<file path="config.mk">
export PLATFORM = sky130hd
export DESIGN_NAME = vexit_decider
export DESIGN_NICKNAME = d
export VERILOG_FILES = /design/src/rtl/vexit_pkg.sv /design/src/rtl/vexit_cfg_regs.sv /design/src/rtl/vexit_window.sv /design/src/rtl/vexit_classify.sv /design/src/rtl/vexit_decider.sv
export SDC_FILE = /design/constraint.sdc
export NUM_CORES = 1
export LEC_CHECK = 0
export BUFFER_PORTS_ARGS = -buffer_cell sky130_fd_sc_hd__buf_2
export CAP_MARGIN = 15
export CORE_ASPECT_RATIO = 0.6
export CORE_MARGIN = 2
export CORE_UTILIZATION = 46
export DETAILED_ROUTE_END_ITERATION = 12
export PLACE_DENSITY = 0.83
export SLEW_MARGIN = 20
export SYNTH_ARGS = -nofsm -noshare
export SYNTH_HDL_FRONTEND = slang
export SYNTH_SLANG_ARGS = --single-unit
export TNS_END_PERCENT = 5
</file>
<file path="constraint.sdc">
create_clock -name clk -period 5.25 [get_ports clk]
set_clock_uncertainty 0.15 [all_clocks]
set_input_delay 0.7875 -clock clk [delete_from_list [all_inputs] [get_ports clk]]
set_output_delay 0.7875 -clock clk [all_outputs]
set_load 0.02 [all_outputs]
</file>
<file path="src/rtl/vexit_pkg.sv">
package vexit_pkg;

   typedef enum logic [1:0] {
      ACT_NONE,
      ACT_EXIT,
      ACT_DELIVER,
      ACT_DISCARD
   } vexit_act_e;

   localparam int unsigned RSN_EXC  = 0;
   localparam int unsigned RSN_EXT  = 1;
   localparam int unsigned RSN_WIN  = 7;
   localparam int unsigned RSN_PRIO = 43;

endpackage

</file>
<file path="src/rtl/vexit_cfg_regs.sv">
module vexit_cfg_regs #(
   parameter int EXC_N  = 32,
   parameter int PRIO_W = 4
) (
   input  logic              clk,
   input  logic              rst,
   input  logic              we,
   input  logic              ext_exit_d,
   input  logic              win_exit_d,
   input  logic [EXC_N-1:0]  exc_map_d,
   input  logic              prio_en_d,
   input  logic [PRIO_W-1:0] prio_thr_d,
   output logic              ext_exit_q,
   output logic              win_exit_q,
   output logic [EXC_N-1:0]  exc_map_q,
   output logic              prio_en_q,
   output logic [PRIO_W-1:0] prio_thr_q
);

   always_ff @(posedge clk) begin
      if (rst) begin
         ext_exit_q <= 1'b0;
         win_exit_q <= 1'b0;
         exc_map_q  <= '0;
         prio_en_q  <= 1'b0;
         prio_thr_q <= '0;
      end else if (we) begin
         ext_exit_q <= ext_exit_d;
         win_exit_q <= win_exit_d;
         exc_map_q  <= exc_map_d;
         prio_en_q  <= prio_en_d;
         prio_thr_q <= prio_thr_d;
      end
   end

endmodule

</file>
<file path="src/rtl/vexit_window.sv">
module vexit_window (
   input  logic clk,
   input  logic rst,
   input  logic win_en,
   input  logic guest_ie,
   input  logic slot_busy,
   output logic win_req
);

   logic ie_q;
   logic pend_q;
   logic rise;

   assign rise    = guest_ie & ~ie_q;
   assign win_req = win_en & (rise | (pend_q & guest_ie));

   always_ff @(posedge clk) begin
      if (rst) begin
         ie_q   <= 1'b0;
         pend_q <= 1'b0;
      end else begin
         ie_q <= guest_ie;
         if (!win_en || !guest_ie)
            pend_q <= 1'b0;
         else if (win_req)
            pend_q <= slot_busy;
      end
   end

endmodule

</file>
<file path="src/rtl/vexit_classify.sv">
module vexit_classify
   import vexit_pkg::*;
#(
   parameter int VEC_W     = 8,
   parameter int EXC_N     = 32,
   parameter int REASON_W  = 6,
   parameter int EXT_FIRST = 32,
   localparam int EXC_IDX_W = $clog2(EXC_N)
) (
   input  logic                 ext_exit_en,
   input  logic [EXC_N-1:0]     exc_map,
   input  logic                 guest_ie,
   input  logic                 exc_vld,
   input  logic [EXC_IDX_W-1:0] exc_vec,
   input  logic                 ext_vld,
   input  logic [VEC_W-1:0]     ext_vec,
   input  logic                 prio_vld,
   input  logic                 prio_below,
   input  logic                 win_req,
   output vexit_act_e           act,
   output logic [REASON_W-1:0]  reason,
   output logic [VEC_W-1:0]     vec,
   output logic                 slot_busy
);

   logic ext_ok;
   assign ext_ok    = ext_vld && (ext_vec >= VEC_W'(EXT_FIRST));
   assign slot_busy = exc_vld | ext_ok | (prio_vld & prio_below);

   always_comb begin
      act    = ACT_NONE;
      reason = '0;
      vec    = '0;
      if (exc_vld) begin
         act    = exc_map[exc_vec] ? ACT_EXIT : ACT_DELIVER;
         reason = REASON_W'(RSN_EXC);
         vec    = VEC_W'(exc_vec);
      end else if (ext_ok) begin
         vec = ext_vec;
         if (ext_exit_en) begin
            act    = ACT_EXIT;
            reason = REASON_W'(RSN_EXT);
         end else if (guest_ie) begin
            act = ACT_DELIVER;
         end else begin
            act = ACT_DISCARD;
         end
      end else if (prio_vld && prio_below) begin
         act    = ACT_EXIT;
         reason = REASON_W'(RSN_PRIO);
      end else if (win_req) begin
         act    = ACT_EXIT;
         reason = REASON_W'(RSN_WIN);
      end
   end

endmodule

</file>
<file path="src/rtl/vexit_decider.sv">
module vexit_decider
   import vexit_pkg::*;
#(
   parameter int VEC_W       = 8,
   parameter int EXC_N       = 32,
   parameter int PRIO_W      = 4,
   parameter int REASON_W    = 6,
   parameter int EXT_FIRST   = 32,
   parameter bit PRIO_SHADOW = 1'b1,
   localparam int EXC_IDX_W  = $clog2(EXC_N)
) (
   input  logic                 clk,
   input  logic                 rst,
   input  logic                 cfg_we,
   input  logic                 cfg_ext_exit,
   input  logic                 cfg_win_exit,
   input  logic [EXC_N-1:0]     cfg_exc_map,
   input  logic                 cfg_prio_en,
   input  logic [PRIO_W-1:0]    cfg_prio_thresh,
   input  logic                 guest_ie,
   input  logic                 exc_vld,
   input  logic [EXC_IDX_W-1:0] exc_vec,
   input  logic                 ext_vld,
   input  logic [VEC_W-1:0]     ext_vec,
   input  logic                 prio_wr_vld,
   input  logic [PRIO_W-1:0]    prio_wr_val,
   output logic                 exit_o,
   output logic                 deliver_o,
   output logic                 discard_o,
   output logic [REASON_W-1:0]  reason_o,
   output logic [VEC_W-1:0]     vec_o,
   output logic [PRIO_W-1:0]    prio_shadow_o
);

   if (VEC_W < 6 || VEC_W > 16) begin : g_bad_vec_w
      $error("vexit_decider: VEC_W out of range");
   end
   if ((1 << EXC_IDX_W) != EXC_N || EXC_N > (1 << VEC_W)) begin : g_bad_exc_n
      $error("vexit_decider: EXC_N must be a power of two that fits VEC_W");
   end
   if (EXT_FIRST < EXC_N || EXT_FIRST >= (1 << VEC_W)) begin : g_bad_ext_first
      $error("vexit_decider: EXT_FIRST out of range");
   end
   if (REASON_W < 6) begin : g_bad_reason_w
      $error("vexit_decider: REASON_W too narrow for reason codes");
   end
   if (PRIO_W < 1 || PRIO_W > 8) begin : g_bad_prio_w
      $error("vexit_decider: PRIO_W out of range");
   end

   logic              cfg_ext_q;
   logic              cfg_win_q;
   logic [EXC_N-1:0]  cfg_map_q;
   logic              shadow_en_q;
   logic [PRIO_W-1:0] thr_q;

   vexit_cfg_regs #(.EXC_N(EXC_N), .PRIO_W(PRIO_W)) u_cfg (
      .clk        (clk),
      .rst        (rst),
      .we         (cfg_we),
      .ext_exit_d (cfg_ext_exit),
      .win_exit_d (cfg_win_exit),
      .exc_map_d  (cfg_exc_map),
      .prio_en_d  (cfg_prio_en),
      .prio_thr_d (cfg_prio_thresh),
      .ext_exit_q (cfg_ext_q),
      .win_exit_q (cfg_win_q),
      .exc_map_q  (cfg_map_q),
      .prio_en_q  (shadow_en_q),
      .prio_thr_q (thr_q)
   );

   logic prio_vld_g;
   logic prio_below;

   if (PRIO_SHADOW) begin : g_shadow
      logic [PRIO_W-1:0] shadow_q;
      always_ff @(posedge clk) begin
         if (rst)
            shadow_q <= '0;
         else if (prio_wr_vld && shadow_en_q)
            shadow_q <= prio_wr_val;
      end
      assign prio_vld_g    = prio_wr_vld & shadow_en_q;
      assign prio_below    = prio_wr_val < thr_q;
      assign prio_shadow_o = shadow_q;
   end else begin : g_no_shadow
      assign prio_vld_g    = 1'b0;
      assign prio_below    = 1'b0;
      assign prio_shadow_o = '0;
   end

   logic                win_req;
   logic                slot_busy;
   vexit_act_e          act;
   logic [REASON_W-1:0] reason;
   logic [VEC_W-1:0]    vec;

   vexit_window u_win (
      .clk       (clk),
      .rst       (rst),
      .win_en    (cfg_win_q),
      .guest_ie  (guest_ie),
      .slot_busy (slot_busy),
      .win_req   (win_req)
   );

   vexit_classify #(
      .VEC_W     (VEC_W),
      .EXC_N     (EXC_N),
      .REASON_W  (REASON_W),
      .EXT_FIRST (EXT_FIRST)
   ) u_cls (
      .ext_exit_en (cfg_ext_q),
      .exc_map     (cfg_map_q),
      .guest_ie    (guest_ie),
      .exc_vld     (exc_vld),
      .exc_vec     (exc_vec),
      .ext_vld     (ext_vld),
      .ext_vec     (ext_vec),
      .prio_vld    (prio_vld_g),
      .prio_below  (prio_below),
      .win_req     (win_req),
      .act         (act),
      .reason      (reason),
      .vec         (vec),
      .slot_busy   (slot_busy)
   );

   always_ff @(posedge clk) begin
      if (rst) begin
         exit_o    <= 1'b0;
         deliver_o <= 1'b0;
         discard_o <= 1'b0;
         reason_o  <= '0;
         vec_o     <= '0;
      end else begin
         exit_o    <= (act == ACT_EXIT);
         deliver_o <= (act == ACT_DELIVER);
         discard_o <= (act == ACT_DISCARD);
         reason_o  <= (act == ACT_EXIT) ? reason : '0;
         vec_o     <= (act != ACT_NONE) ? vec : '0;
      end
   end

endmodule

</file>
==> out/results.tsv, run 1 <==
stage	metric	value	unit
yosys	ys_seq_elements	60	
routing	via_per_inst	5.239	
yosys	synthFlopType	dfxtp_1	
yosys	yosysUniqueCellTypes	39	
layout	fin_nets	388	
timing	period_share	0.4928	
global_route	antenna_found_initial	0	
timing	rsz0062_at_grt	false	
floorplan	core_region_area	0.005155	sq mm
clocking	cts_root_buf	clkbuf_8	
timing	finalHoldViolCount	0	
layout	drive_gt1_frac	0.3119	
timing	setup_viol	0	
floorplan	pin_count	84	
clocking	cts_tree	yes	
routing	ant_nets	0	
yosys	ys_seq_area_frac	0.4786	
timing	setup_tns	0	ps
yosys	synth.most_common_cell	dfxtp_1	
yosys	ys_warn_count	0	
yosys	syn_area	0.002510	sq mm
clocking	clockBufferDepth	2	
worst_setup_path	crit_required	5300	ps
placed_design	portBuffers	82	
power	powerDensity	342.2	mW/mm^2
run	max_cap_viol_count	0	
worst_setup_path	critPathLaunchType	input pin	
routing	drt-initial-drc-count	91	
yosys	synthArstFlopShare	0	
timing	slew_violations	0	
layout	num_antenna_cells	0	
power	ir_drop	0.1545	mV
global_route	grt_pass1_wl	9135	microns
power	total_power	1075	uW
yosys	syn_nets	312	
global_route	grt_pass1_vias	1893	
worst_hold_path	hold_path_class	reg -> reg	
clocking	clkTransAtPathRegs	70	ps
routing	dr.pass1.iters	4	
clocking	cts_buffers	9	
global_route	grt_max_degree	56	
yosys	synth_area_leaders	dfxtp_1, mux2i_1, nor2_1	
clocking	cts_setup_buffers	0	
worst_setup_path	rrSetupSlack	3170	ps
placed_design	hpwl	4147	microns
timing	relSlewSlack	0.3480	
yosys	syn_area_per_cell	10.20	sq um
global_route	grt_usage	0.1997	
power	p_leak	0.001500	uW
floorplan	die_y	61.22	microns
yosys	synthTopCellsByCount	dfxtp_1, mux2i_1, nor2_1	
yosys	synth-edff-count	0	
clocking	insertion_delay	330	ps
worst_setup_path	setup.worst_path.end_class	register	
floorplan	die-width	99.36	microns
placed_design	gp_congestion	0.8101	
floorplan	row_count	20	
worst_setup_path	path_max_fanout	12	
clocking	cts_max_level	3	
yosys	synth_top_area_frac	0.4786	
routing	drc	0	
clocking	holdBufCountCts	0	
layout	syn_to_final_growth	25.17	%
routing	vias	2059	
routing	wire_per_inst	14.45	microns
timing	period_needed	2587	ps
routing	drt_wl_total	5678	microns
timing	max_freq	0.3865	GHz
clocking	cts-resized-gates	0	
global_route	overflow	0	
floorplan	design.die.area	0.006082	sq mm
worst_setup_path	arrival	2640	ps
clocking	clock-sinks	60	
run_status	status	completed	
yosys	synth_top_area_cell	dfxtp_1	
worst_setup_path	worst-setup-path-type	in -> reg	
yosys	netlist_instances	246	
floorplan	initial_utilization	0.4869	
timing	tightest_slew	977.9	ps
==> path summary, 6_finish.rpt <==
kind                            start               end  depth (start not counted)
hold / removal       prio_shadow_o[2]  prio_shadow_o[2]                          2
setup reg to reg  u_cfg.exc_map_q[25]       reason_o[1]                          4
setup / recovery           exc_vec[0]       reason_o[1]                          5
hold reg to reg      prio_shadow_o[2]  prio_shadow_o[2]                          2
==> layout by cell type, fill, tap and decap left out, types with 4 or more instances in the layout <==
cell type and count:
a21oi_1 11, buf_2 81, clkbuf_8 10, dfxtp_1 60
inv_1 5, mux2i_1 45, mux4_1 4, nand2_1 10
nand3_1 6, nor2_1 45, nor3b_1 5
==> layout make-up <==
class	instances	area, sq um
inverters	5	18.77
repair buffers	82	412.9
multi-input cells	164	1201
flip-flops and latches	60	1201
clock buffers	10	137.6
clock inverters	6	87.58
well taps	66	82.58
fillers	461	2013
==> per-stage QoR <==
step / area (sq um) / hold WS, ps / util / worst slack (ps) / cells
final: 3142 / 302.0 / 0.6095 / 2663 / 393
after global routing: 3142 / 324.3 / 0.6095 / 2569 / 393
after CTS: 3139 / 303.7 / 0.6090 / 2709 / 393
after detailed placement: 2914 / 293.7 / 0.5653 / 2343 / 377
after global placement: 2914 / 296.2 / 0.5653 / 2412 / 377
after floorplan: 2510 / 287.8 / - / 2865 / 246
==> metal layers <==
layer  vias to the layer above  GRT usage  routed length [microns]
met5                         -          0                        0
met4                         0    0.07045                       20
met3                         4    0.08286                      492
met2                        77     0.2934                     2400
met1                       962     0.2691                     2764
li1                       1016          -                        -
==> worst max-delay path, stage by stage <==
cell and delay, ps:
buf_2 290, mux4_1 600, a2111oi_0 580, a221o_1 310, a211oi_1 60
==> state kept, by name, summed over array words and instances (netlist names) <==
| signal | cells |
|---|---|
| deliver_o | 1 |
| discard_o | 1 |
| exit_o | 1 |
| prio_shadow_o | 4 |
| reason_o | 4 |
| u_cfg.exc_map_q | 32 |
| u_cfg.ext_exit_q | 1 |
| u_cfg.prio_en_q | 1 |
| u_cfg.prio_thr_q | 4 |
| u_cfg.win_exit_q | 1 |
| u_win.ie_q | 1 |
| u_win.pend_q | 1 |
| vec_o | 8 |
==> power by group <==
group	switching [uW]	internal (uW)
clock	183	279
sequential	12.6	479
combinational	63.3	58.3
==> kinds of logic (layout without fill, tap and decap cells) <==
| family | count (synthesis) | in the layout | share of synthesized area |
|---|---|---|---|
| mux | 51 | 51 | 0.2348 |
| buf+inv | 22 | 103 | 0.04287 |
| other cells | 1 | 1 | 0.001494 |
| simple gates | 83 | 83 | 0.1550 |
| flops | 60 | 60 | 0.4786 |
| compound gates | 26 | 26 | 0.07228 |
| fa+ha+maj | 3 | 3 | 0.01496 |
(Power assumes the default switching activity.)
==> inputs of run 2 (changes only) <==
--- a/config.mk
+++ b/config.mk
@@ -9,9 +9,9 @@
 export CAP_MARGIN = 15
 export CORE_ASPECT_RATIO = 0.6
 export CORE_MARGIN = 2
-export CORE_UTILIZATION = 46
+export CORE_UTILIZATION = 45
 export DETAILED_ROUTE_END_ITERATION = 12
-export PLACE_DENSITY = 0.83
+export PLACE_DENSITY = 0.84
 export SLEW_MARGIN = 20
 export SYNTH_ARGS = -nofsm -noshare
 export SYNTH_HDL_FRONTEND = slang
==> constraint.sdc (replaced) <==
create_clock -name clk -period 2.2 [get_ports clk]
set_clock_uncertainty 0.15 [all_clocks]
set_input_delay 0.33 -clock clk [delete_from_list [all_inputs] [get_ports clk]]
set_output_delay 0.33 -clock clk [all_outputs]
set_load 0.02 [all_outputs]
==> out/results.tsv, run 2 (same netlist as run 1, synthesis figures left out) <==
stage	metric	value	unit
worst_setup_path	rrSetupSlack	200	ps
clocking	clkTransAtPathRegs	70	ps
timing	finalWorstSetupSlack	203.9	ps
global_route	grt_max_degree	40	
global_route	grt_usage	0.2004	
layout	drive_gt1_frac	0.3223	
power	powerDensity	796.8	mW/mm^2
routing	dr.pass1.iters	4	
layout	layout_common_cells	buf_2, dfxtp_1, mux2i_1, nor2_1, a21oi_1	
global_route	grt_pass1_wl	9108	microns
placed_design	hpwl	4298	microns
placed_design	dp_slack	-137.8	ps
clocking	cts_tree	yes	
layout	num_antenna_cells	0	
placed_design	placed_area	0.002980	sq mm
worst_setup_path	r2r-start	u_cfg.exc_map_q[24]	
worst_setup_path	arrival	2050	ps
layout	final_cell_area	0.003203	sq mm
routing	drt_wl_total	5834	microns
floorplan	pin_count	84	
worst_hold_path	min_to	discard_o	
floorplan	row_count	21	
routing	ant_nets	0	
global_route	antenna_found_initial	0	
routing	via_per_inst	5.045	
timing	period_share	0.9073	
floorplan	initial_utilization	0.4592	
layout	fillers	506	
clocking	clock-sinks	60	
clocking	clockBufferDepth	2	
worst_setup_path	r2r_cells	4	
worst_hold_path	hp-start	guest_ie	
power	intPower	1956	uW
layout	final_common_cell	buf_2	
worst_setup_path	path_max_fanout	3	
floorplan	core_region_area	0.005465	sq mm
layout	final_util	0.5861	
routing	drc	0	
timing	tightest_slew	657.8	ps
clocking	cts_setup_buffers	0	
worst_setup_path	crit_required	2250	ps
layout	largest_reg_flops	32	
layout	syn_to_final_growth	27.62	%
routing	wire_per_inst	14.55	microns
timing	max_freq	0.5010	GHz
clocking	cts_buffers	9	
power	p_switching	596.3	uW
layout	register_area	0.001201	sq mm
power	swShare	0.2336	
global_route	grt_pass1_vias	1842	
power	pwr-share-comb	0.121	
floorplan	die_y	61.85	microns
worst_setup_path	worst-setup-path-type	reg -> reg	
worst_hold_path	hold_path_class	in -> reg	
placed_design	portBuffers	82	
timing	setup_tns	0	ps
timing	period_needed	1996	ps
layout	reg_top3	u_cfg.exc_map_q (32), vec_o (8)	
power	p_seq_frac	0.459	
layout	fin_cells	401	
layout	multiInputGateArea	0.001207	sq mm
global_route	overflow	0	
worst_setup_path	critPathLaunchType	register	
clocking	insertion_delay	330	ps
floorplan	die-width	100.4	microns
placed_design	gp_congestion	0.7783	
floorplan	design.die.area	0.006211	sq mm
clocking	cts_root_buf	clkbuf_8	
worst_hold_path	holdPathStages	2	
worst_setup_path	r2r-end	reason_o[1]	
run	max_cap_viol_count	0	
timing	rsz0062_at_grt	false	
power	ir_drop	0.4192	mV
worst_setup_path	setup.worst_path.end_class	register	
timing	relSlewSlack	0.5615	
timing	setup_viol	0	
placed_design	dp_cells	385	
layout	largest-register	u_cfg.exc_map_q	
clocking	cts_max_level	3	
layout	fin_nets	393	
timing	finalHoldViolCount	0	
power	p_leak	0.001542	uW
routing	vias	2023	
routing	drt-initial-drc-count	78	
power	clkPwrFrac	0.420	
run_status	status	completed	
timing	slew_violations	0	
[run 2: what timing repair did]
action | in CTS | in global routing
setup endpoints to repair | 3 | 1
resized for setup | 1 | 1
hold buffers | 0 | 0
[run 2: per-layer routing]
metal / vias to the layer above / wire, microns / global-route usage
li1: 1028 / - / -
met1: 916 / 2883 / 0.2715
met2: 74 / 2477 / 0.2943
met3: 5 / 432 / 0.08277
met4: 0 / 40 / 0.06458
met5: - / 0 / 0
[run 2: area by class of cell]
class / instances / share of cell area
clock buffers: 11 / 0.04414
clock inverters: 5 / 0.02344
flip-flops and latches: 60 / 0.3750
inverters: 5 / 0.005859
repair buffers: 87 / 0.1477
multi-input cells: 164 / 0.3770
well taps: 69 / 0.02695
[run 2: power by group through the flow]
stage	registers (uW)	clock network, uW	logic (uW)
floorplan	1200	0	177
global placement	1190	0	295
detailed placement	1200	0	305
CTS	1170	1100	308
global route	1180	1160	340
finish	1170	1070	308
[run 2: how the worst max path moves through the flow]
stage	startpoint	end	slack, ps	depth (start not counted)
after floorplan	exc_vec[0]	exit_o	270	4
after global placement	exc_vec[0]	exit_o	6	5
after detailed placement	exc_vec[0]	reason_o[1]	-140	5
after CTS	u_cfg.exc_map_q[24]	reason_o[1]	50	4
after global routing	u_cfg.exc_map_q[24]	reason_o[0]	140	4
final	u_cfg.exc_map_q[24]	reason_o[1]	200	4
[run 2: stage by stage]
stage                     hold slack (ps)  total power (uW)
after floorplan                     255.8              1380
after global placement              293.0              1489
after global routing                43.25              2673
after detailed placement            302.3              1500
final                               56.06              2552
after CTS                           39.40              2577
[run 2: worst max-delay path: stages (launching register included)]
cell and delay [ps]:
dfxtp_1 310, mux4_1 540, a2111oi_2 510, a221o_1 280, a211oi_1 70
